$ cat config.mk
export PLATFORM = sky130hd
export DESIGN_NAME = smsd_master
export DESIGN_NICKNAME = d
export VERILOG_FILES = /design/src/rtl/smsd_pkg.sv /design/src/rtl/smsd_sck_gen.sv /design/src/rtl/smsd_shifter.sv /design/src/rtl/smsd_slip_mon.sv /design/src/rtl/smsd_master.sv
export SDC_FILE = /design/constraint.sdc
export NUM_CORES = 1
export LEC_CHECK = 0
export CAP_MARGIN = 20
export CORE_MARGIN = 1
export CORE_UTILIZATION = 50
export DETAILED_ROUTE_END_ITERATION = 10
export GPL_ROUTABILITY_DRIVEN = 0
export PLACE_DENSITY = 0.73
export SLEW_MARGIN = 20
export SYNTH_ARGS = -nofsm -noshare
export SYNTH_HDL_FRONTEND = slang
export SYNTH_SLANG_ARGS = --single-unit
$ cat constraint.sdc
create_clock -name clk -period 3.3 [get_ports clk]
set_input_delay 0.66 -clock clk [delete_from_list [all_inputs] [get_ports clk]]
set_output_delay 0.66 -clock clk [all_outputs]
set_load 0.01 [all_outputs]
$ cat src/rtl/smsd_pkg.sv
package smsd_pkg;

  typedef enum logic {
    ST_IDLE  = 1'b0,
    ST_SHIFT = 1'b1
  } xfer_state_e;

  // smallest serial half period, in system clocks
  localparam int MIN_HALF = 2;

endpackage

$ cat src/rtl/smsd_sck_gen.sv
module smsd_sck_gen #(
  parameter int DIV_W = 8
) (
  input  logic             clk,
  input  logic             rst_n,
  input  logic             run,
  input  logic [DIV_W-1:0] half,
  output logic             sck,
  output logic             fall_ev,
  output logic             rise_ev
);

  logic [DIV_W-1:0] cnt_q;
  logic             tick;

  assign tick    = run && (cnt_q == half - 1'b1);
  assign fall_ev = tick && sck;
  assign rise_ev = tick && !sck;

  always_ff @(posedge clk or negedge rst_n) begin
    if (!rst_n) begin
      cnt_q <= '0;
      sck   <= 1'b1;
    end else if (!run) begin
      cnt_q <= '0;
      sck   <= 1'b1;
    end else if (tick) begin
      cnt_q <= '0;
      sck   <= ~sck;
    end else begin
      cnt_q <= cnt_q + 1'b1;
    end
  end

endmodule

$ cat src/rtl/smsd_shifter.sv
module smsd_shifter #(
  parameter int DATA_W = 8
) (
  input  logic              clk,
  input  logic              rst_n,
  input  logic              load,
  input  logic [DATA_W-1:0] load_byte,
  input  logic              fall_ev,
  input  logic              rise_ev,
  input  logic              sdi,
  output logic              sdo,
  output logic              last_rise,
  output logic [DATA_W-1:0] rx_byte,
  output logic              rx_strobe
);

  localparam int CNT_W = $clog2(DATA_W + 1);
  localparam logic [CNT_W-1:0] LAST_IDX = CNT_W'(DATA_W - 1);

  logic [DATA_W-1:0] tx_sh;
  logic [DATA_W-1:0] rx_sh;
  logic [CNT_W-1:0]  n_rise;
  logic              shift_ok;
  logic [DATA_W-1:0] rx_next;

  assign sdo       = tx_sh[DATA_W-1];
  assign last_rise = rise_ev && (n_rise == LAST_IDX);
  assign rx_next   = {rx_sh[DATA_W-2:0], sdi};

  always_ff @(posedge clk or negedge rst_n) begin
    if (!rst_n) begin
      tx_sh     <= '1;
      rx_sh     <= '0;
      n_rise    <= '0;
      shift_ok  <= 1'b0;
      rx_byte   <= '0;
      rx_strobe <= 1'b0;
    end else begin
      rx_strobe <= 1'b0;
      if (load) begin
        tx_sh    <= load_byte;
        rx_sh    <= '0;
        n_rise   <= '0;
        shift_ok <= 1'b0;
      end else begin
        // the first fall presents the MSB already loaded; later falls advance
        if (fall_ev && shift_ok) begin
          tx_sh <= {tx_sh[DATA_W-2:0], 1'b1};
        end
        if (rise_ev) begin
          rx_sh    <= rx_next;
          n_rise   <= n_rise + 1'b1;
          shift_ok <= 1'b1;
          if (last_rise) begin
            rx_byte   <= rx_next;
            rx_strobe <= 1'b1;
          end
        end
      end
    end
  end

endmodule

$ cat src/rtl/smsd_slip_mon.sv
module smsd_slip_mon #(
  parameter int SYNC_STAGES = 2
) (
  input  logic clk,
  input  logic rst_n,
  input  logic busy_in,
  input  logic fall_ev,
  input  logic err_clear,
  output logic err_flag,
  output logic err_irq
);

  logic [SYNC_STAGES-1:0] sync_q;
  logic [SYNC_STAGES-1:0] fall_pipe;
  logic                   hit;

  // busy synchronizer and a matching delay line for the sample strobe
  genvar g;
  generate
    for (g = 0; g < SYNC_STAGES; g++) begin : g_stage
      if (g == 0) begin : g_head
        always_ff @(posedge clk or negedge rst_n) begin
          if (!rst_n) begin
            sync_q[g]    <= 1'b0;
            fall_pipe[g] <= 1'b0;
          end else begin
            sync_q[g]    <= busy_in;
            fall_pipe[g] <= fall_ev;
          end
        end
      end else begin : g_tail
        always_ff @(posedge clk or negedge rst_n) begin
          if (!rst_n) begin
            sync_q[g]    <= 1'b0;
            fall_pipe[g] <= 1'b0;
          end else begin
            sync_q[g]    <= sync_q[g-1];
            fall_pipe[g] <= fall_pipe[g-1];
          end
        end
      end
    end
  endgenerate

  // the delayed strobe meets the busy level as it stood at the fall
  assign hit = fall_pipe[SYNC_STAGES-1] && sync_q[SYNC_STAGES-1];

  always_ff @(posedge clk or negedge rst_n) begin
    if (!rst_n) begin
      err_flag <= 1'b0;
      err_irq  <= 1'b0;
    end else begin
      err_irq <= hit && !err_flag;
      if (hit) begin
        err_flag <= 1'b1;
      end else if (err_clear) begin
        err_flag <= 1'b0;
      end
    end
  end

endmodule

$ cat src/rtl/smsd_master.sv
module smsd_master #(
  parameter int DATA_W      = 8,
  parameter int DIV_W       = 8,
  parameter int SYNC_STAGES = 2
) (
  input  logic              clk,
  input  logic              rst_n,
  input  logic              enable,
  input  logic [DIV_W-1:0]  half_div,
  input  logic [DATA_W-1:0] tx_data,
  input  logic              tx_valid,
  output logic              tx_ready,
  output logic [DATA_W-1:0] rx_data,
  output logic              rx_valid,
  input  logic              err_clear,
  output logic              err_flag,
  output logic              err_irq,
  output logic              sck,
  output logic              sdo,
  input  logic              sdi,
  input  logic              busy_in
);
  import smsd_pkg::*;

  localparam logic [DIV_W-1:0] HALF_FLOOR = DIV_W'(MIN_HALF);

  xfer_state_e      state_q;
  logic [DIV_W-1:0] half_q;
  logic [DIV_W-1:0] half_eff;
  logic             accept;
  logic             run;
  logic             fall_ev;
  logic             rise_ev;
  logic             last_rise;

  assign half_eff = (half_div < HALF_FLOOR) ? HALF_FLOOR : half_div;
  assign tx_ready = enable && (state_q == ST_IDLE) && !err_flag;
  assign accept   = tx_valid && tx_ready;
  assign run      = enable && (state_q == ST_SHIFT);

  always_ff @(posedge clk or negedge rst_n) begin
    if (!rst_n) begin
      state_q <= ST_IDLE;
      half_q  <= HALF_FLOOR;
    end else if (!enable) begin
      state_q <= ST_IDLE;
    end else begin
      case (state_q)
        ST_IDLE: if (accept) begin
          state_q <= ST_SHIFT;
          half_q  <= half_eff;
        end
        ST_SHIFT: if (last_rise) state_q <= ST_IDLE;
        default: state_q <= ST_IDLE;
      endcase
    end
  end

  smsd_sck_gen #(.DIV_W(DIV_W)) u_sck (
    .clk     (clk),
    .rst_n   (rst_n),
    .run     (run),
    .half    (half_q),
    .sck     (sck),
    .fall_ev (fall_ev),
    .rise_ev (rise_ev)
  );

  smsd_shifter #(.DATA_W(DATA_W)) u_shift (
    .clk       (clk),
    .rst_n     (rst_n),
    .load      (accept),
    .load_byte (tx_data),
    .fall_ev   (fall_ev),
    .rise_ev   (rise_ev),
    .sdi       (sdi),
    .sdo       (sdo),
    .last_rise (last_rise),
    .rx_byte   (rx_data),
    .rx_strobe (rx_valid)
  );

  smsd_slip_mon #(.SYNC_STAGES(SYNC_STAGES)) u_slip (
    .clk       (clk),
    .rst_n     (rst_n),
    .busy_in   (busy_in),
    .fall_ev   (fall_ev),
    .err_clear (err_clear),
    .err_flag  (err_flag),
    .err_irq   (err_irq)
  );

endmodule

# Word-level counts from Yosys, hierarchy flattened
# Index checks and enable logic that the tools add are counted.
[totals]
ff_bits = 53
inputBits = 23
[op_classes]
n_bitwise = 3
reduce_logical = 18
mux = 22
eq_ne = 3
n_lt_le_gt_ge = 1
addsub = 3
[op_table]
columns = ["cell", "count"]
rows = [
  ["$mux W8", 5],
  ["$mux W7", 2],
  ["$mux W1", 12],
  ["$logic_and A1 B1 Y1", 11],
  ["$add A8 B1 Y8 const B", 1],
  ["$eq A8 B8 Y1", 1],
  ["$lt A8 B2 Y1 const B", 1],
  ["$mux W4", 2],
  ["$sub A8 B1 Y8 const B", 1],
  ["$reduce_and A3 Y1", 2],
  ["$reduce_bool A2 Y1", 3],
  ["$add A4 B1 Y4 const B", 1],
  ["$eq A4 B3 Y1 const B", 1],
  ["$not A1 Y1", 3],
  ["$logic_not A1 Y1", 2],
  ["$ne A2 B2 Y1 const B", 1],
  ["$pmux W1 S2", 1],
]

# Logic depth before layout (Yosys ltp)
# Gate-level depths: netlist (run 1).
[logic_depth]
depth_word = 8
depth_mapped = 10

# Cells and area by module
# A second synthesis (run 1) with hierarchy kept.
[unflattened]
hier_cells = 208
area_unflattened_um2 = 2492.4
[by_module_without_submodules]
columns = ["module", "n_inst", "cells_per_inst", "seq_area_each_um2", "area_per_inst_um2"]
rows = [
  ["smsd_shifter", 1, 95, 735.7, 1199.9],
  ["smsd_sck_gen", 1, 75, 226.5, 705.7],
  ["smsd_master", 1, 28, 226.5, 416.6],
  ["smsd_slip_mon", 1, 10, 150.1, 170.2],
]

# Worst setup path before layout (run 1)
# OpenSTA, ideal clock, no wires.
[synth_path]
kind = "flip-flop to flip-flop"
start = "reg half_q[1]"
end = "reg u_shift.rx_byte[0]"
arrival_ns = 2.444
stages_incl_launch_ff = 9
synth_period_minus_slack_ns = 2.569
path_buffers = 0
setup_slack_ns = 0.731
path_cell_list = "dfstp_2 inv_1 ha_1 o21bai_1 a311o_1 o211ai_1 nand3_1 nor4_4 mux2_2"
[synth_between]
elab_chain_cells = 6
[synth_rtl]
columns = ["element", "line", "rtl"]
rows = [
  ["from (decl)", "smsd_master.sv:28", "logic [DIV_W-1:0] half_q;"],
  ["from (signal assigned)", "smsd_master.sv:51", "half_q <= half_eff;"],
  ["$sub A8 B1 Y8 (*)", "smsd_sck_gen.sv:16", "assign tick = run && (cnt_q == half - 1'b1);"],
  ["$eq A8 B8 Y1 (*)", "smsd_sck_gen.sv:16", ""],
  ["$logic_and A1 B1 Y1 (*)", "smsd_sck_gen.sv:16", ""],
  ["$logic_and A1 B1 Y1 (*)", "smsd_sck_gen.sv:18", "assign rise_ev = tick && !sck;"],
  ["$logic_and A1 B1 Y1", "smsd_shifter.sv:27", "assign last_rise = rise_ev && (n_rise == LAST_IDX);"],
  ["$reduce_and A3 Y1 (no source line) (*)", "n/a", ""],
  ["to (signal assigned)", "smsd_shifter.sv:55", "rx_byte <= rx_next;"],
  ["to (decl)", "smsd_shifter.sv:13", "output logic [DATA_W-1:0] rx_byte,"],
]
# Every way passes the cells marked *; elsewhere a longest branch is shown, timed or not.
# A chain may end at the register's enable or synchronous reset.

# Final worst setup path (run 1)
[layout_path]
start = "reg half_q[1]"
end = "reg u_shift.rx_byte[6]"
# The elaborated chain is that of the path after synthesis.

==> results of run 1 <==
[cell usage after synthesis, types with 6 or more instances]
cell | count | area share [%]
a21oi_1 | 15 | 2.8
a41oi_1 | 6 | 2.0
clkbuf_1 | 13 | 1.8
dfrtp_1 | 43 | 41
dfstp_2 | 10 | 9.9
mux2_2 | 8 | 3.4
nand2_1 | 30 | 4.3
nand3_1 | 12 | 2.3
nand4_1 | 8 | 1.9
nor2_1 | 21 | 3.0
nor3_1 | 7 | 1.3
o21ai_0 | 6 | 1.1
o31ai_1 | 13 | 3.7
xnor2_1 | 9 | 3.0
xor2_1 | 7 | 2.3
[cells by family after synthesis]
logic type / count (synthesis)
AND/OR/NAND/NOR: 104
AO/OA/AOI/OAI: 58
flip-flops: 53
buffers and inverters: 23
XOR/XNOR: 16
multiplexers: 9
adder cells (fa/ha/maj): 3
[metrics by stage]
step | instance area, sq um | worst slack [ps]
finish | 3202 | 355.8
global placement | 3068 | 456.9
floorplan | 2645 | 731.3
global route | 3202 | 190.3
detailed placement | 3068 | 344.8
CTS | 3202 | 322.7
[cell usage in the layout, fill, tap and decap left out, types with 8 or more instances in the layout]
| master | n |
|---|---|
| nand4_1 | 8 |
| nand3_1 | 12 |
| nor2_1 | 21 |
| dfstp_2 | 10 |
| mux2_2 | 8 |
| nand2_1 | 30 |
| xnor2_1 | 9 |
| dfrtp_1 | 43 |
| o31ai_1 | 13 |
| a21oi_1 | 15 |
| clkdlybuf4s50_1 | 35 |
[worst max-delay path: stages, from the launching register on]
cell	delay, ps
dfstp_2	560
inv_1	60
ha_1	230
nor2b_1	190
o21ai_0	180
a21oi_1	120
o32a_4	450
nor4_4	620
mux2_2	400
[final timing paths]
| check | startpoint | slack (ps) | cells past startpoint | to |
|---|---|---|---|---|
| max | half_q[1]$_DFFE_PN1P_ | 360 | 8 | u_shift.rx_byte[6]$_DFFE_PN0P_ |
| min | rst_n | 270 | 1 | half_q[0]$_DFFE_PN0P_ |
| max reg2reg | half_q[1]$_DFFE_PN1P_ | 360 | 8 | u_shift.rx_byte[6]$_DFFE_PN0P_ |
| min reg2reg | u_slip.fall_pipe[0]$_DFF_PN0_ | 350 | 0 | u_slip.fall_pipe[1]$_DFF_PN0_ |
| max in group asynchronous | rst_n | 2230 | 2 | u_sck.sck$_DFFE_PN1P_ |
| min in group clk | u_slip.fall_pipe[0]$_DFF_PN0_ | 350 | 0 | u_slip.fall_pipe[1]$_DFF_PN0_ |
[power groups by stage]
stage	clock [uW]	sequential [uW]	combinational (uW)
final	505	753	341
after global routing	544	760	381
after CTS	520	752	341
after detailed placement	0	764	338
after global placement	0	762	333
after floorplan	0	749	240
[final cells by class]
cell class	instances	area [sq um]	share of cell area (%)
inverters	5	18.77	0.5862
multi-input cells	190	1215	37.94
clock buffers	5	68.82	2.149
well taps	70	87.58	2.735
repair buffers	43	407.9	12.74
flip-flops and latches	53	1339	41.81
clock inverters	3	65.06	2.032
[layer usage]
metal	vias to the layer above	wire (um)
met5	-	0
met4	0	78
met3	8	305
met2	56	2469
met1	1018	2664
li1	1020	-
[state kept, by name (all words and copies together), names as in the netlist, 2 cells and up]
name	cells
u_shift.tx_sh	8
u_shift.rx_sh	7
u_shift.n_rise	4
half_q	8
u_slip.fall_pipe	2
u_shift.rx_byte	8
u_slip.sync_q	2
u_sck.cnt_q	8
==> run_results.csv, run 1 <==
group,metric,value,unit
status,status,"finished, final reports clean",
drt,via_count,2102,
finish,drive_above_1_share,13.04,%
cts,cts_resized,0,
synthesis,synth_flop_cell,"dfrtp_1",
cts,numCtsBuffers,5,
synthesis,synth_area,0.002645,sq mm
timing,maxSlewHeadroom,59.23,%
cts,cts_sinks,53,
synthesis,ys_seq_area_share,50.61,%
synthesis,syn_nets,292,
synthesis,ys_warn_count,0,
global_routing,grt_pass1_vias,1938,
synthesis,synth_simple_gate_area_share,19.82,%
power_and_ir_drop,combPwrFrac,21.3,%
synthesis,syn_area_per_cell,9.944,sq um
drt,drc,0,
timing,worst_pin_slew,609.4,ps
timing,max_freq,339.6,MHz
die,die_y,74.73,um
synthesis,synth-edff-count,0,
synthesis,muxShareOfSynthArea,3.784,%
worst_setup_path,start_kind,"register",
power_and_ir_drop,power_frac_clock,31.6,%
placed_design,hpwl,3.854,mm
worst_setup_path,cp.arrival,3130,ps
power_and_ir_drop,switchingPower,449.7,uW
hold_path,hp-class,"in2async",
cts,post_cts_buffers,0,
drt,ant_nets,0,
drt,first_pass_iters,4,
finish,fin_nets,324,
cts,clk_path_buf_depth,2,
finish,final_util,62.69,%
global_routing,grt_pass1_wl,9.459,mm
power_and_ir_drop,internal_power,1150,uW
cts,cts.reportedPaths.clkPinSlew,90,ps
finish,n_antenna_cell,0,
timing,hold_viol,0,
timing,slew_viol_final,0,
power_and_ir_drop,power_density,499.7,mW/mm^2
power_and_ir_drop,leakagePower,0.001339,uW
drt,viasPerCell,5.696,
power_and_ir_drop,finalPower,1600,uW
flow_run,drv_cap,0,
global_routing,use_met1,33.86,%
synthesis,synth_xor_area_share,5.298,%
worst_setup_path,worstSetupPathType,"reg2reg",
drt,wl,5.516,mm
drt,first_iter_violations,181,
die,rows,26,
global_routing,met2_usage,32.83,%
synthesis,synth-seq-cells,53,
timing,setup_tns,0,ps
global_routing,grt_max_degree,37,
power_and_ir_drop,irDropWorstVdd,0.0002377,V
power_and_ir_drop,p_sw_share,28.10,%
finish,area.growth.synth_to_final,21.05,%
timing,rsz0062_at_grt,"false",
die,core-area,0.005107,sq mm
die,io_pins,37,
placed_design,placed_cells,361,
cts,cts.hold.buffers_added,0,
finish,stdcell_count,369,
die,die_area,0.005585,sq mm
synthesis,synth_fa_ha_area_share,1.419,%
die,die_w,74.73,um
timing,fin_crit,2944,ps
global_routing,track_usage,22.61,%
placed_design,io_buffers,36,
timing,post-route-period-util,89.22,%
worst_setup_path,path_max_fanout,24,
global_routing,antenna_found_initial,0,
worst_setup_path,required,3490,ps
drt,wl_per_cell,14.95,um
power_and_ir_drop,p_seq_share,47.1,%
cts,clock-root-buffer,"clkbuf_8",
synthesis,synth_compound_area_share,15.61,%
synthesis,synthCells,266,
synthesis,synth_top_family_by_area,"simple AND/OR/NAND/NOR gates",
global_routing,gr-max-usage-layer,"met1",
synthesis,netlist-cell-type-count,48,
die,start_util,51.79,%
finish,fillCellCount,437,
global_routing,globalRouteMet3Util,4.552,%
timing,clock_skew,11.57,ps
cts,htreeDepth,2,
global_routing,grt_overflow_total,0,
timing,setup_viol,0,
cts,tritoncts,"built",
cts,clk_latency,310,ps
timing,hold_slack,269.2,ps
worst_setup_path,endpoint_kind,"register",
synthesis,async_flop_share,100.0,%
Note: power is estimated with default switching activity, not from simulation.
==> run 2: changes to the inputs <==
CTS_CLUSTER_DIAMETER = 100   (was unset)
==> results of run 2 <==
The final DEF is identical to that of run 1; final timing and power are the same.
